--- config.mk ---
export PLATFORM = sky130hd
export DESIGN_NAME = bcd_calendar_regs
export DESIGN_NICKNAME = d
export VERILOG_FILES = /design/src/rtl/bcd_cal_pkg.sv /design/src/rtl/bcd_cal_host.sv /design/src/rtl/bcd_cal_chain.sv /design/src/rtl/bcd_cal_readout.sv /design/src/rtl/bcd_calendar_regs.sv
export SDC_FILE = /design/constraint.sdc
export NUM_CORES = 1
export LEC_CHECK = 0
export BUFFER_PORTS_ARGS = -buffer_cell sky130_fd_sc_hd__buf_2
export CORE_ASPECT_RATIO = 1.75
export CORE_MARGIN = 2
export CORE_UTILIZATION = 43
export DETAILED_ROUTE_END_ITERATION = 8
export PLACE_DENSITY = 0.57
export SLEW_MARGIN = 20
export SYNTH_ARGS = -nofsm -noshare
export SYNTH_HDL_FRONTEND = slang
export SYNTH_SLANG_ARGS = --single-unit
--- constraint.sdc ---
create_clock -name clk -period 5.1 [get_ports clk]
set_input_delay 0.51 -clock clk [delete_from_list [all_inputs] [get_ports clk]]
set_output_delay 0.51 -clock clk [all_outputs]
set_load 0.02 [all_outputs]
--- src/rtl/bcd_cal_pkg.sv ---
`timescale 1ns/1ps
package bcd_cal_pkg;

    localparam int NIB_W  = 4;
    localparam int ADDR_W = 4;
    localparam int DNUM_W = 7;

    typedef enum logic [ADDR_W-1:0] {
        RA_TEST  = 4'd0,  RA_SEC_T = 4'd1,  RA_SEC_U = 4'd2,  RA_SEC_X = 4'd3,
        RA_MIN_U = 4'd4,  RA_MIN_X = 4'd5,  RA_HR_U  = 4'd6,  RA_HR_X  = 4'd7,
        RA_DAY_U = 4'd8,  RA_DAY_X = 4'd9,  RA_WDAY  = 4'd10, RA_MON_U = 4'd11,
        RA_MON_X = 4'd12, RA_YEAR  = 4'd13, RA_RUN   = 4'd14, RA_IRQ   = 4'd15
    } reg_addr_e;

    typedef logic [NIB_W-1:0] nib_t;

    typedef struct packed {
        nib_t s_tenth;
        nib_t s_unit;
        nib_t s_ten;
        nib_t m_unit;
        nib_t m_ten;
        nib_t h_unit;
        nib_t h_ten;
        nib_t d_unit;
        nib_t d_ten;
        nib_t wday;
        nib_t mo_unit;
        nib_t mo_ten;
        nib_t yphase;
    } tod_s;

    localparam nib_t YPHASE_LEAP = 4'b1000;

    function automatic nib_t field_mask(logic [ADDR_W-1:0] a);
        case (reg_addr_e'(a))
            RA_SEC_X, RA_MIN_X, RA_WDAY: return 4'b0111;
            RA_HR_X, RA_DAY_X:           return 4'b0011;
            RA_MON_X:                    return 4'b0001;
            default:                     return 4'b1111;
        endcase
    endfunction

    // {carry, next}: wraps to base once v reaches top
    function automatic logic [NIB_W:0] bcd_step(nib_t v, nib_t top, nib_t base);
        if (v >= top) return {1'b1, base};
        return {1'b0, v + 4'd1};
    endfunction

    function automatic logic [DNUM_W-1:0] month_len(nib_t mt, nib_t mu, logic leap);
        logic [DNUM_W-1:0] num;
        num = (mt[0] ? DNUM_W'(10) : DNUM_W'(0)) + DNUM_W'(mu);
        case (num)
            DNUM_W'(2):                                       return leap ? DNUM_W'(29) : DNUM_W'(28);
            DNUM_W'(4), DNUM_W'(6), DNUM_W'(9), DNUM_W'(11): return DNUM_W'(30);
            default:                                          return DNUM_W'(31);
        endcase
    endfunction

endpackage

--- src/rtl/bcd_cal_host.sv ---
`timescale 1ns/1ps
module bcd_cal_host
    import bcd_cal_pkg::*;
(
    input  logic              clk,
    input  logic              rst,
    input  logic              cs_n,
    input  logic              rd_n,
    input  logic              wr_n,
    output logic              wr_en,
    output logic              rd_done,
    output logic              rd_on
);
    logic wr_q, rd_q;

    always_ff @(posedge clk) begin
        if (rst) begin
            wr_q <= 1'b1;
            rd_q <= 1'b1;
        end else begin
            wr_q <= wr_n;
            rd_q <= rd_n;
        end
    end

    assign wr_en   = !wr_q && wr_n && !cs_n;
    assign rd_done = !rd_q && rd_n && !cs_n;
    assign rd_on   = !cs_n && !rd_n;

endmodule

--- src/rtl/bcd_cal_chain.sv ---
`timescale 1ns/1ps
module bcd_cal_chain
    import bcd_cal_pkg::*;
(
    input  logic              clk,
    input  logic              rst,
    input  logic              adv,
    input  logic              wr_en,
    input  logic [ADDR_W-1:0] wr_addr,
    input  logic [NIB_W-1:0]  wr_data,
    output tod_s              tod,
    output logic              run
);
    tod_s               nx;
    logic               run_nx;
    logic               cy;
    logic [NIB_W:0]     st;
    logic [DNUM_W-1:0]  dnum;
    logic [NIB_W-1:0]   wm;

    always_comb begin
        nx     = tod;
        run_nx = run;
        cy     = run && adv;
        st     = '0;
        dnum   = '0;
        wm     = wr_data & field_mask(wr_addr);
        // seconds and minutes
        if (cy) begin st = bcd_step(tod.s_tenth, 4'd9, 4'd0); nx.s_tenth = st[3:0]; cy = st[4]; end
        if (cy) begin st = bcd_step(tod.s_unit,  4'd9, 4'd0); nx.s_unit  = st[3:0]; cy = st[4]; end
        if (cy) begin st = bcd_step(tod.s_ten,   4'd5, 4'd0); nx.s_ten   = st[3:0]; cy = st[4]; end
        if (cy) begin st = bcd_step(tod.m_unit,  4'd9, 4'd0); nx.m_unit  = st[3:0]; cy = st[4]; end
        if (cy) begin st = bcd_step(tod.m_ten,   4'd5, 4'd0); nx.m_ten   = st[3:0]; cy = st[4]; end
        // hours, 24-hour form
        if (cy) begin
            if (tod.h_ten >= 4'd2 && tod.h_unit >= 4'd3) begin
                nx.h_ten  = 4'd0;
                nx.h_unit = 4'd0;
            end else begin
                st = bcd_step(tod.h_unit, 4'd9, 4'd0);
                nx.h_unit = st[3:0];
                if (st[4]) nx.h_ten = tod.h_ten + 4'd1;
                cy = 1'b0;
            end
        end
        // day of week and day of month
        if (cy) begin
            nx.wday = (tod.wday >= 4'd7) ? 4'd1 : tod.wday + 4'd1;
            dnum = DNUM_W'(tod.d_ten) * DNUM_W'(10) + DNUM_W'(tod.d_unit);
            if (dnum >= month_len(tod.mo_ten, tod.mo_unit, tod.yphase == YPHASE_LEAP)) begin
                nx.d_ten  = 4'd0;
                nx.d_unit = 4'd1;
            end else begin
                st = bcd_step(tod.d_unit, 4'd9, 4'd0);
                nx.d_unit = st[3:0];
                if (st[4]) nx.d_ten = tod.d_ten + 4'd1;
                cy = 1'b0;
            end
        end
        // month
        if (cy) begin
            if (tod.mo_ten[0] && tod.mo_unit >= 4'd2) begin
                nx.mo_ten  = 4'd0;
                nx.mo_unit = 4'd1;
            end else begin
                st = bcd_step(tod.mo_unit, 4'd9, 4'd0);
                nx.mo_unit = st[3:0];
                if (st[4]) nx.mo_ten = 4'd1;
                cy = 1'b0;
            end
        end
        // year phase rotates one place toward the leap year
        if (cy) nx.yphase = {tod.yphase[0], tod.yphase[3:1]};
        // host load has priority over the advance for the written field
        if (wr_en) begin
            case (reg_addr_e'(wr_addr))
                RA_MIN_U: nx.m_unit  = wm;
                RA_MIN_X: nx.m_ten   = wm;
                RA_HR_U:  nx.h_unit  = wm;
                RA_HR_X:  nx.h_ten   = wm;
                RA_DAY_U: nx.d_unit  = wm;
                RA_DAY_X: nx.d_ten   = wm;
                RA_WDAY:  nx.wday    = wm;
                RA_MON_U: nx.mo_unit = wm;
                RA_MON_X: nx.mo_ten  = wm;
                RA_YEAR:  nx.yphase  = wr_data;
                RA_RUN:   run_nx     = wr_data[0];
                default:  ;
            endcase
        end
        if (!run_nx) begin
            nx.s_tenth = 4'd0;
            nx.s_unit  = 4'd0;
            nx.s_ten   = 4'd0;
        end
    end

    always_ff @(posedge clk) begin
        if (rst) begin
            tod     <= '{s_tenth: 4'd0, s_unit: 4'd0, s_ten: 4'd0, m_unit: 4'd0, m_ten: 4'd0,
                         h_unit: 4'd0, h_ten: 4'd0, d_unit: 4'd1, d_ten: 4'd0, wday: 4'd1,
                         mo_unit: 4'd1, mo_ten: 4'd0, yphase: YPHASE_LEAP};
            run     <= 1'b0;
        end else begin
            tod     <= nx;
            run     <= run_nx;
        end
    end

    assert_sec_range_R4: assert property (@(posedge clk) disable iff (rst)
        tod.s_tenth <= 4'd9 && tod.s_unit <= 4'd9 && tod.s_ten <= 4'd5);

    assert_stop_holds_zero_R9: assert property (@(posedge clk) disable iff (rst)
        !run |=> (tod.s_tenth == 4'd0 && tod.s_unit == 4'd0 && tod.s_ten == 4'd0));

    assert_sec_readonly_R2: assert property (@(posedge clk) disable iff (rst)
        (wr_en && wr_addr >= 4'd1 && wr_addr <= 4'd3 && !(run && adv))
        |=> $stable({tod.s_tenth, tod.s_unit, tod.s_ten}));

endmodule

--- src/rtl/bcd_cal_readout.sv ---
`timescale 1ns/1ps
module bcd_cal_readout
    import bcd_cal_pkg::*;
(
    input  logic              clk,
    input  logic              rst,
    input  logic              adv_live,
    input  logic              rd_done,
    input  logic              rd_on,
    input  logic [ADDR_W-1:0] addr,
    input  tod_s              tod,
    output logic [NIB_W-1:0]  rdata,
    output logic              rdata_oe
);
    logic       changed;
    nib_t       sel;

    always_ff @(posedge clk) begin
        if (rst)           changed <= 1'b0;
        else if (adv_live) changed <= 1'b1;
        else if (rd_done)  changed <= 1'b0;
    end

    always_comb begin
        case (reg_addr_e'(addr))
            RA_SEC_T: sel = tod.s_tenth;
            RA_SEC_U: sel = tod.s_unit;
            RA_SEC_X: sel = tod.s_ten;
            RA_MIN_U: sel = tod.m_unit;
            RA_MIN_X: sel = tod.m_ten;
            RA_HR_U:  sel = tod.h_unit;
            RA_HR_X:  sel = tod.h_ten;
            RA_DAY_U: sel = tod.d_unit;
            RA_DAY_X: sel = tod.d_ten;
            RA_WDAY:  sel = tod.wday;
            RA_MON_U: sel = tod.mo_unit;
            RA_MON_X: sel = tod.mo_ten;
            default:  sel = 4'd0;
        endcase
    end

    assign rdata_oe = rd_on;
    assign rdata    = !rd_on ? 4'd0 : changed ? 4'b1111 : (sel & field_mask(addr));

    assert_flag_set_R10: assert property (@(posedge clk) disable iff (rst)
        adv_live |=> changed);

    assert_flag_clear_R10: assert property (@(posedge clk) disable iff (rst)
        (rd_done && !adv_live) |=> !changed);

endmodule

--- src/rtl/bcd_calendar_regs.sv ---
`timescale 1ns/1ps
module bcd_calendar_regs
    import bcd_cal_pkg::*;
(
    input  logic              clk,
    input  logic              rst,
    input  logic              tick,
    input  logic              cs_n,
    input  logic              rd_n,
    input  logic              wr_n,
    input  logic [ADDR_W-1:0] addr,
    input  logic [NIB_W-1:0]  wdata,
    output logic [NIB_W-1:0]  rdata,
    output logic              rdata_oe
);
    logic wr_en, rd_done, rd_on, run;
    tod_s tod;

    bcd_cal_host u_host (
        .clk(clk), .rst(rst), .cs_n(cs_n), .rd_n(rd_n), .wr_n(wr_n),
        .wr_en(wr_en), .rd_done(rd_done), .rd_on(rd_on)
    );

    bcd_cal_chain u_chain (
        .clk(clk), .rst(rst), .adv(tick), .wr_en(wr_en), .wr_addr(addr),
        .wr_data(wdata), .tod(tod), .run(run)
    );

    bcd_cal_readout u_rd (
        .clk(clk), .rst(rst), .adv_live(run && tick), .rd_done(rd_done),
        .rd_on(rd_on), .addr(addr), .tod(tod), .rdata(rdata), .rdata_oe(rdata_oe)
    );

    assert_bus_quiet_R11: assert property (@(posedge clk) disable iff (rst)
        (cs_n || rd_n) |-> (!rdata_oe && rdata == 4'd0));

endmodule

==> impl.org, run 1 <==
** Floorplanning
- Die Width :: 79.2 um
- Number of placement rows :: 48
- The initial utilization of the core area, before any placement, comes to 43.7%.
- For this design the top-level I/O count stands at 19.
- Height of the chip :: 136 um
- Die Outline Area :: 10700 um2
- Placeable core area :: 9730 um2

** Finish
- The number of antenna diodes in the final layout is 0.
- Commonest cells after routing, fill and taps aside :: dfxtp_1 (55), nor2_1 (51), nand2_1 (44), ha_1 (40), a21oi_1 (35)
- The filler cells instantiated in the layout total 1042.
- The library cell used most frequently in the layout, excluding fill and tap cells, is dfxtp_1.
- Synthesis-to-finish area growth :: 7.82%
- The final layout contains 599 nets.
- Area taken by multi-input logic gates :: 2940 um2
- Of the cells placed in the final design, the portion with a size suffix greater than 1 is 9.01%.
- The finished cells cover 4590 um2.
- Registers take 1100 um2.
- For this run, the share of the core covered by cells in the final layout is 47.1%.

** Clock network
- TritonCTS created 5 clock buffers.
- TritonCTS built the clock tree.
- After clock tree synthesis, the clock-pin slew on the worst setup and hold paths is 0.08 ns.
- Clock sink total :: 55
- Gates resized during post-CTS repair numbered 0.
- Clock insertion delay at the later pin of the skew report :: 0.30 ns
- H-tree depth :: 2
- Buffers added to address setup during post-CTS repair amount to 0.
- Cts hold-fix bufs :: 0
- Maximum clock insertion buffer count :: 2
- CTS placed an instance of clkbuf_16 at the clock tree root.

** Placed design
- Routability cong. :: 0.878
- In this run the cell area measured after placement is 4410 um2.
- Detailed placement finished with a half-perimeter wire length of 10100 um.
- Input and output buffers added on the ports amount to 18.
- Place WS :: 1.85 ns

** Critical path
- Category of the most critical setup path :: register to register
- Endpoint type of the worst setup path :: register
- CP Data Required Time :: 5.25 ns
- Of all nets on the critical path, the largest fanout is 10.
- The worst setup path is launched from a register.
- Crit path arrival time :: 3.39 ns

** Detailed routing
- After detailed routing, the total wire length is 13300 um.
- First-pass iteration count of the detailed router :: 5
- Summed over all nets, wire length on met2 after detailed routing comes to 6930 um.
- The detail route stage leaves a number of antenna-violating nets equal to 0.
- DR WL/cell :: 19.9 um
- Length of routed met3 wiring :: 592 um
- The first routing iteration left 303 violations.
- The highest layer touched by signal routing is met4.
- Via density per instance :: 6.26
- Residual DRC :: 0
- Detailed-route via count :: 4187
- Post-Route M1 WL :: 4970 um

** GRT
- Gr usage total :: 25.0%
- The initial antenna violation count is 0.
- After global routing the overflow that remains totals 0.
- Entering global routing, the biggest net connects 38 pins.
- The first global-routing pass estimated 20800 um of wire.
- The via count of the first global-routing pass was 4027.

** Yosys
- Sequential-to-total area share from yosys stat :: 25.9%
- After synthesis, the mean cell area works out to 7.88 um2.
- Post-synth ARST share :: 0%
- In this run the cell area of the synthesized design comes to 4250 um2.
- After synthesis the netlist holds a flip-flop and latch count of 55.
- The most used flip-flop cell after synthesis is dfxtp_1.
- During synthesis, Yosys emitted a total of 0 warnings.
- EDFF count, synth :: 0
- Synth Instances :: 540
- Synthesis produced a netlist with a net count of 596.
- Distinct cell type count of the synthesized netlist :: 70

** Timing
- Setup repair after global routing left no endpoint under its margin.
- Worst slew margin relative to its limit :: 28.9%
- Setup violations remaining at the end of the flow were counted as 0.
- Subtracting the final worst setup slack from the clock period gives 3.24 ns.
- Setup Skew :: 0.00781 ns
- Count of final hold-check violations :: 0
- Once routing completed, OpenROAD measured the worst setup slack at 1.86 ns.
- Fin. max-slew vios :: 0
- For the pin with the worst max-slew slack, the measured transition is 1.06 ns.
- Sum of negative setup slack :: 0 ns
- Minimum hold slack :: 0.404 ns
- Of the available clock period, the critical path in the final layout requires 63.6%.
- Achievable frequency :: 308 MHz

** Power and ir drop
- The worst-case IR drop observed on VDD is 0.139 mV.
- Total power per unit cell area :: 204 nW/um2
- Static leakage :: 1.78 nW

** Outcome
- The run finished with clean final reports.

** Run
- MaxCap Viol Count :: 0

** Hold path
- The tightest min-delay check is of the primary input to register type.
metrics by stage:
step	power, mW	instances
floorplan	0.500	540
global placement	0.526	661
detailed placement	0.527	661
CTS	0.945	669
global route	0.964	669
finish	0.935	669
kinds of logic after synthesis:
family | share of synthesized area (%)
AOI/OAI and AO/OA | 23.7
xor gates and xnor gates | 2.06
adders and majority gates | 12.7
buffers and inverters | 4.97
DFF | 25.9
muxes | 3.41
and+or+nand+nor | 27.2
power breakdown:
group	leakage (nW)	internal (mW)	switching, mW	total (mW)
registers	0.444	0.432	0.00485	0.437
logic	1.25	0.0250	0.0566	0.0816
clock network	0.0868	0.245	0.172	0.417
metal layers:
| metal | global-route usage [%] | vias up |
|---|---|---|
| li1 | - | 2008 |
| met1 | 26.0 | 1975 |
| met2 | 46.5 | 149 |
| met3 | 3.67 | 55 |
| met4 | 14.2 | 0 |
| met5 | 0 | - |
path summary, 6_finish.rpt:
path | to | start | slack [ns] | cells past startpoint
setup / recovery | u_chain.tod[8] | u_chain.tod[4] | 1.86 | 13
setup reg to reg | u_chain.tod[8] | u_chain.tod[4] | 1.86 | 13
hold reg to reg | u_chain.tod[6] | u_chain.tod[6] | 0.50 | 1
hold / removal | u_host.wr_q | wr_n | 0.40 | 2
sequential cells by signal (all words and copies together) (netlist names):
| signal | flops |
|---|---|
| u_chain.tod | 51 |
| u_host.rd_q | 1 |
| u_rd.changed | 1 |
| u_chain.run | 1 |
| u_host.wr_q | 1 |
area by class of cell:
| type | instances | share of cell area (%) |
|---|---|---|
| Timing Repair Buffer | 20 | 2.29 |
| Clock inverter | 2 | 0.764 |
| Inverter | 29 | 2.37 |
| Tap cell | 125 | 3.41 |
| Clock buffer | 6 | 3.03 |
| Sequential cell | 55 | 24.0 |
| Multi-Input combinational cell | 432 | 64.1 |
Yosys cell counts, types with 6 or more instances:
cell	count	area (um2)
a211oi_1	12	90.1
a21oi_1	35	175
a31oi_1	12	75.1
and2_1	6	37.5
and3_1	8	50.1
clkbuf_1	18	67.6
dfxtp_1	55	1100
ha_1	40	500
inv_1	28	105
mux2i_1	10	100
nand2_1	44	165
nand2b_1	8	50.1
nand3_1	20	100
nor2_1	51	191
nor2b_1	11	68.8
nor3_1	23	115
nor3b_1	8	60.1
o21ai_0	21	105
o31ai_1	12	90.1
xnor2_1	6	52.6
worst max-delay path: stages, from the launching register on:
cell	delay [ns]
dfxtp_1	0.40
ha_1	0.26
ha_1	0.20
xnor2_1	0.24
nand2_1	0.08
nor2_1	0.08
o21ai_0	0.09
ha_1	0.28
nand2b_1	0.09
a21oi_1	0.06
o221ai_1	0.21
nand3_1	0.34
nor2_1	0.56
o311ai_0	0.20
Power figures use the tool's default switching activity.
==> inputs of run 2 (changes only) <==
--- a/config.mk
+++ b/config.mk
@@ -5,6 +5,7 @@
 export SDC_FILE = /design/constraint.sdc
 export NUM_CORES = 1
 export LEC_CHECK = 0
+export ABC_AREA = 1
 export BUFFER_PORTS_ARGS = -buffer_cell sky130_fd_sc_hd__buf_2
 export CORE_ASPECT_RATIO = 1.75
 export CORE_MARGIN = 2
==> constraint.sdc (replaced) <==
create_clock -name clk -period 3.26 [get_ports clk]
set_input_delay 0.326 -clock clk [delete_from_list [all_inputs] [get_ports clk]]
set_output_delay 0.326 -clock clk [all_outputs]
set_load 0.02 [all_outputs]
==> run 2 against run 1 <==
  * Synthesized cell count up 14%
  * Die area down 2.3%
  * Design area down 0.79%
  * Final cell count up 14%
  * Area after synthesis down 2.4%
  * Global-route usage down 3.4 points
  * Sequential power up 55%
  * Clock-buffer cell count up 2
  * Maximum frequency up 9.0%
  * Non-clock buffer count up 2
  * Total power up 43%
  * Highest routed layer unchanged
==> impl.org, run 2 <==
** Yosys
- The top cell type by area accounts for 26.5% of the synthesized area.
- Sequential-to-total area share from yosys stat :: 26.5%
- Simple-gate area share of the yosys netlist :: 27.7%
- Distinct cell type count of the synthesized netlist :: 43
- Multiplexer area fraction after synthesis :: 0%
- Yosys instantiated no cell more often than nand2_1.
- Adder and majority gate portion of the synthesized area :: 13.0%
- In the synthesized netlist, the cells that appear most often are nand2_1 (117), inv_1 (111), nor2_1 (61).
- The synthesized netlist devotes 2.53% of its cell area to XOR and XNOR gates.
- Averaged over all synthesized cells, the footprint is 6.73 um2.
- Summing the areas of all compound-gate instances in the mapped netlist gives 18.4% of the synthesized area.
- Most used DFF post-synth :: dfxtp_1
- Top area cells in the synthesized netlist :: dfxtp_1 (27%), ha_1 (12%), nand2_1 (11%)
- Post-Synthesis Cell Area :: 4150 um2
- Synth Instances :: 617
- EDFF count, synth :: 0
- Counting every net in the synthesized netlist gives 673.
- Summed over all instances, the cell type with the most area after synthesis is dfxtp_1.
- By area, the combinational part of the netlist is dominated by simple AND/OR/NAND/NOR gates.
- Post-synthesis sequential element count :: 55
- Post-synth ARST share :: 0%
- Yosys synthesis warning count :: 0

** Detailed routing
- Antenna Nets Post-Route :: 0
- Residual DRC :: 0
- Final routed wirelength across all metal layers :: 11000 um
- After detailed routing, the average wire length per cell comes to 14.5 um.
- Via density per instance :: 5.29
- The routed layout has 4034 vias.
- First-pass iteration count of the detailed router :: 5
- For this block, the initial DRC count from the detailed router was 204.

** Floorplanning
- The floorplan step set the die width to 78.3 um.
- In this run the core area contains 47 standard-cell rows.
- Height of the chip :: 134 um
- Die Outline Area :: 10500 um2
- Initial standard-cell utilization of the core :: 44.1%
- Placeable core area :: 9410 um2
- Number of top-level design ports :: 19

** Timing
- Count of final hold-check violations :: 0
- Period Utilization, post-route :: 91.3%
- Achievable frequency :: 336 MHz
- Setup violations remaining at the end of the flow were counted as 0.
- Final period demand of the worst path :: 2.97 ns
- Minimum hold slack :: 0.215 ns
- Clock skew on the completed layout was measured at 0.00479 ns.
- The final count of pins violating max slew is 0.
- Headroom to the max-slew limit came out at 51.5%.
- For the pin with the worst max-slew slack, the measured transition is 0.727 ns.

** Critical path
- Start of the worst register-to-register path :: u_chain.tod[9]
- Along the worst path, the maximum fanout reaches 8.
- The most critical setup path has its endpoint at u_chain.tod[2].
- Cell seen most often among critical-path stages :: nand2_1
- Register-to-Register Setup Slack :: 0.29 ns
- In this run the critical register-to-register path is captured at u_chain.tod[2].
- The largest individual stage delay along the critical path comes from the cell dfxtp_1.
- List of cells traversed by the critical path :: ha_1, ha_1, xnor2_2, inv_1, nor2_2, nand3_1, nor2_2, o41ai_1, o31ai_1, inv_1, ha_1, inv_1, nand2_1, nand2_1, nand2_1, nand2_1, inv_1, nand3_1, nand3_4, nand3_4, nand2_1, nand2_1, o21bai_1, inv_1
- Crit path arrival time :: 3.17 ns
- The worst setup path is launched from a register.
- Setup crit start :: u_chain.tod[9]
- Number of cells on the worst reg-to-reg path :: 24
- Endpoint type of the worst setup path :: register
- The largest single stage delay on the critical path is 0.36 ns.
- Category of the most critical setup path :: register to register
- CP Data Required Time :: 3.46 ns

** Placed design
- Counting tap cells, the placed design contains a total of 753 instances.
- The wire-length estimate of the detail-placed layout is 8820 um.
- Number of buffers added on ports :: 18
- Routability cong. :: 0.817

** GRT
- Pin count of the biggest net entering global routing :: 23
- The via count of the first global-routing pass came to 3897.
- Gr usage total :: 21.6%
- The first global-routing pass estimated 18000 um of wire.
- Final global-route overflow total :: 0
- Number of antenna violations at the first check in global routing :: 0

** Clock network
- Clock-pin slew was measured on the worst setup and hold paths at 0.07 ns.
- Maximum clock insertion buffer count :: 2
- TritonCTS created 5 clock buffers.
- Clock sink total :: 55
- Clock latency on the worst-skew pair, taken at its later pin, is 0.30 ns.
- In this run, post-CTS hold repair placed 0 buffers.
- TritonCTS built the clock tree.
- Clock tree synthesis selected as its root buffer the cell clkbuf_16.
- In this run the number of H-tree levels came out at 2.

** Hold path
- The min-delay analysis places its worst path in the category primary input to register.
- Startpoint of the tightest hold check path :: wr_n

** Run
- MaxCap Viol Count :: 0

** Finish
- The register with the most flip-flops in the layout has 51 of them.
- The final layout contains 695 nets.
- The repair_antennas step left the layout with diodes totalling 0.
- Filler instances :: 982
- Ratio of cells with drive above 1 in the final layout :: 8.28%
- The area growth from synthesis to layout is 9.58%.
- Top reg by flops :: u_chain.tod
- The top cell types in the final layout, fill and taps aside, are nand2_1 (117), inv_1 (111), nor2_1 (58), dfxtp_1 (55), nand3_1 (50).
- Leaving out filler cells and counting taps, the final layout contains 762.
- Commonest non-fill, non-tap cell in the layout :: nand2_1

** Power and ir drop
- Summed over all cells, the static leakage comes to 2.20 nW.
- Total power per unit cell area :: 293 nW/um2
- Peak supply drop :: 0.284 mV

** Outcome
- Result of the run :: completed
[run 2: cell count changes in the layout (fill, tap and decap cells not counted), moves of 10 or more]
cell | before | now
nor3_1 | 23 | 6
nand2_1 | 44 | 117
nor2b_1 | 11 | 0
o21ai_0 | 21 | 39
a31oi_1 | 12 | 2
inv_1 | 28 | 111
o31ai_1 | 12 | 2
o22ai_1 | 2 | 17
mux2i_1 | 10 | 0
nand3_1 | 20 | 50
[run 2: layout make-up]
class / count / area, um2 / area share [%]
Multi-Input combinational cell: 440 / 2580 / 56.8
Timing Repair Buffer: 22 / 120 / 2.64
Tap cell: 122 / 153 / 3.35
Inverter: 115 / 437 / 9.60
Clock buffer: 8 / 156 / 3.44
Sequential cell: 55 / 1100 / 24.2
[run 2: kinds of logic after synthesis]
family	count (synthesis)
AO/OA/AOI/OAI	130
XOR/XNOR	12
adder cells (fa/ha/maj)	42
buffers and inverters	122
flip-flops	55
AND/OR/NAND/NOR	256
[run 2: metal layers]
metal	wire length [um]	track usage (%)
met1	4250	22.5
met2	6010	41.9
met5	0	0
met3	384	2.62
met4	394	9.94
[run 2: worst min path at each step]
stage,cells after the start,slack (ns),end
3_5_place_dp,2,0.46,u_chain.tod[6]
4_1_cts,3,0.21,u_host.wr_q
5_1_grt,3,0.23,u_host.wr_q
2_1_floorplan,2,0.42,u_host.wr_q
3_3_place_gp,2,0.46,u_chain.tod[6]
6_report,3,0.21,u_host.wr_q
[run 2: report_power, final]
group          internal [mW]  total [mW]  switching [mW]  leakage (nW)
logic                 0.0200      0.0780          0.0580          1.68
clock network          0.328       0.580           0.252        0.0772
registers              0.674       0.676         0.00222         0.444
[run 2: critical path, delay by kind of cell (launching register included)]
family,cells,cell delay (ns)
compound gates,3,0.28
xor+xnor,1,0.17
fa+ha+maj,3,0.70
buf+inv,5,0.26
flops,1,0.36
simple gates,12,1.08
[run 2: metrics by stage]
step | total power [mW] | TNS [ns] | utilization (%) | area (um2) | setup WS, ns
2_1_floorplan | 0.738 | 0 | - | 4150 | 0.556
3_3_place_gp | 0.770 | 0 | 46.4 | 4360 | 0.367
3_5_place_dp | 0.770 | 0 | 46.4 | 4360 | 0.186
4_1_cts | 1.35 | 0 | 48.0 | 4520 | 0.172
5_1_grt | 1.38 | -0.0217 | 48.4 | 4550 | -0.0217
6_report | 1.33 | 0 | 48.4 | 4550 | 0.285
[run 2: timing repair]
item / in CTS / in global routing
setup buffers: 0 / 1
resized for setup: 0 / 5
endpoints found under the setup margin: 0 / 11
==> inputs of run 3 (changes only) <==
--- a/config.mk
+++ b/config.mk
@@ -5,7 +5,7 @@
 export SDC_FILE = /design/constraint.sdc
 export NUM_CORES = 1
 export LEC_CHECK = 0
-export ABC_AREA = 1
+export ABC_AREA = 0
 export BUFFER_PORTS_ARGS = -buffer_cell sky130_fd_sc_hd__buf_2
 export CORE_ASPECT_RATIO = 1.75
 export CORE_MARGIN = 2
==> run 3 against run 2 <==
  * Clock-buffer cell count is 2 lower
  * Via count rose by 3.5%
  * Flip-flop and latch count did not move
  * Largest power group unchanged
==> impl.org, run 3 (same netlist as run 1, synthesis figures left out) <==
** Detailed routing
- Via density per instance :: 6.14
- Before antenna repair, the detailed router went through 5 iterations.
- After detailed routing, no signal wire sits above met4.
- Once detail routing completed, the nets flagged for antenna violations numbered 0.
- Iter 0 DRT Violations :: 254
- Final routed wirelength across all metal layers :: 13300 um
- Length of routed met3 wiring :: 379 um
- WL met2 :: 7030 um
- Post-Route M1 WL :: 5180 um
- In the final routed layout, each cell accounts on average for 19.5 um.
- The routed layout has 4177 vias.
- Residual DRC :: 0

** Clock network
- H-tree depth :: 2
- For this design, the CTS-stage hold fixing added 0 buffers.
- Clock edge transition at the registers on the reported setup and hold paths :: 0.07 ns
- Post-CTS repair changed the size of 0 cells.
- Clock tree from TritonCTS :: yes
- Clock sink total :: 55
- The number of clock buffers added by TritonCTS is 5.
- Counting along the longest clock path gives a buffer depth of 2.
- Post-CTS Setup Inserts :: 0
- The clock reaches the later pin of the worst-skew pair after 0.30 ns.
- Buffer type at the clock tree root :: clkbuf_16

** Run
- MaxCap Viol Count :: 0

** Floorplanning
- The die covers 10700 um2.
- Height of the chip :: 136 um
- The floorplan step defined a core boundary enclosing 9730 um2.
- The floorplan has 48 rows.
- Number of top-level design ports :: 19
- The initial utilization of the core area, before any placement, comes to 43.7%.
- Die Width :: 79.2 um

** Finish
- Commonest cells after routing, fill and taps aside :: dfxtp_1 (54), nor2_1 (51), nand2_1 (44), ha_1 (40), a21oi_1 (35)
- Synthesis-to-finish area growth :: 9.85%
- In the final layout, the share of cells above drive strength 1 is 11.5%.
- The final layout contains 611 nets.
- Post-route standard cell area excluding fillers :: 4670 um2
- Antenna diodes :: 0
- Leaving out fill and tap cells, the most frequent cell in the layout is dfxtp_1.
- Layout Cells excl Fill :: 680
- The register with the most flip-flops in the layout has 51 of them.
- u_chain.tod holds more flip-flops than any other register.

** Placed design
- After legalization and detailed placement, the total HPWL measured 10200 um.
- Routability cong. :: 0.940
- After detailed placement, the total cell area comes to 4520 um2.
- In this run, placement finished with an instance count of 673.
- Buffers placed on the I/O ports in this run total 18.

** Critical path
- CP Data Required Time :: 3.51 ns
- CP max FO :: 10
- Reg2Reg Capture Point :: u_chain.tod[6]
- In this run the critical register-to-register path is launched from u_chain.tod[1].
- Register-to-Register Setup Slack :: 0.24 ns
- STA classifies the critical path startpoint as a register.
- STA puts the critical path data arrival time at 3.27 ns.
- The critical path is of the register to register type.
- The worst setup path is captured at a register.
- Number of cells on the worst reg-to-reg path :: 11

** Power and ir drop
- Dividing total power by cell area gives a power density of 293 nW/um2.
- Summed over all cells, the static leakage comes to 1.83 nW.
- Across the VDD grid, the largest voltage drop is 0.178 mV.

** Timing
- The worst path needs 3.02 ns of the cycle, external delays included.
- Setup repair after global routing left no endpoint under its margin.
- Achievable frequency :: 331 MHz
- Count of final hold-check violations :: 0
- In the finished design, the share of the clock period the worst path needs comes to 92.6%.
- Sum of negative setup slack :: 0 ns
- Slew of the pin with the lowest slew margin :: 0.815 ns
- Minimum hold slack :: 0.222 ns
- Setup Skew :: 0.00565 ns
- Worst slew margin relative to its limit :: 45.2%
- Number of setup violations in the final report :: 0
- Fin. max-slew vios :: 0

** GRT
- The initial antenna violation count was 0.
- Vias in the first global route :: 3903
- Final global-route overflow total :: 0
- Pin count of the biggest net entering global routing :: 34
- The first global-routing pass estimated 21100 um of wire.
- For this run, the total global-route usage over all layers was measured as 25.5%.

** Hold path
- The worst hold path was traced through 2 stages.
- Worst hold path type :: primary input to register
- The path with the worst hold slack has its endpoint at u_host.wr_q.
- The worst hold path begins at wr_n.

** Outcome
- Result of the run :: completed
## run 3: changes by cell type in the layout (fill, tap and decap cells not counted), moves of 9 or more
cell,previous run,this run
a31oi_1,2,12
buf_4,4,13
inv_1,111,28
mux2i_1,0,10
nand2_1,117,44
nand3_1,50,19
nor2b_1,0,11
nor3_1,6,23
o21ai_0,39,21
o22ai_1,17,2
o31ai_1,2,12
## run 3: critical path: stages (launching register included)
cell and delay, ns:
dfxtp_1 0.31, or4b_2 0.68, a21oi_1 0.17, nor2_1 0.06, o21ai_0 0.22, ha_1 0.27
nand2b_1 0.14, a21oi_1 0.16, o221ai_1 0.18, and3_2 0.33, a31oi_1 0.30, and2_1 0.16
## run 3: metal layers
metal,global-route usage (%),vias up
li1,-,2037
met1,28.3,1985
met2,46.9,112
met3,3.07,43
met4,12.4,0
met5,0,-
## run 3: metrics by stage
stage	power, mW	setup WS [ns]	utilization [%]
floorplan	0.783	0.524	-
global placement	0.827	0.223	46.4
detailed placement	0.828	0.202	46.4
CTS	1.38	0.174	47.9
global route	1.42	0.00116	48.0
finish	1.37	0.241	48.0
## run 3: layout make-up
| cell class | instances | area, um2 |
|---|---|---|
| clock inverter | 1 | 5.00 |
| multi-input combinational | 432 | 2950 |
| clock buffer | 6 | 139 |
| tap | 125 | 156 |
| sequential | 55 | 1100 |
| timing repair buffer | 32 | 208 |
| inverter | 29 | 109 |
| fill | 984 | 5060 |
## run 3: worst max-delay path by stage
| stage | from | endpoint | cells after the start |
|---|---|---|---|
| after floorplan | u_chain.tod[1] | u_chain.tod[11] | 12 |
| final | u_chain.tod[1] | u_chain.tod[6] | 11 |
| after detailed placement | u_chain.tod[4] | u_chain.tod[10] | 14 |
| after global placement | u_chain.tod[4] | u_chain.tod[10] | 14 |
| after global routing | u_chain.tod[9] | u_chain.tod[20] | 12 |
| after CTS | u_chain.tod[4] | u_chain.tod[10] | 14 |
## run 3: power by group
part | switching, mW | leakage, nW | internal, mW | total, mW
Combinational | 0.0889 | 1.31 | 0.0415 | 0.130
Sequential | 0.00892 | 0.444 | 0.677 | 0.685
Clock | 0.253 | 0.0727 | 0.301 | 0.555
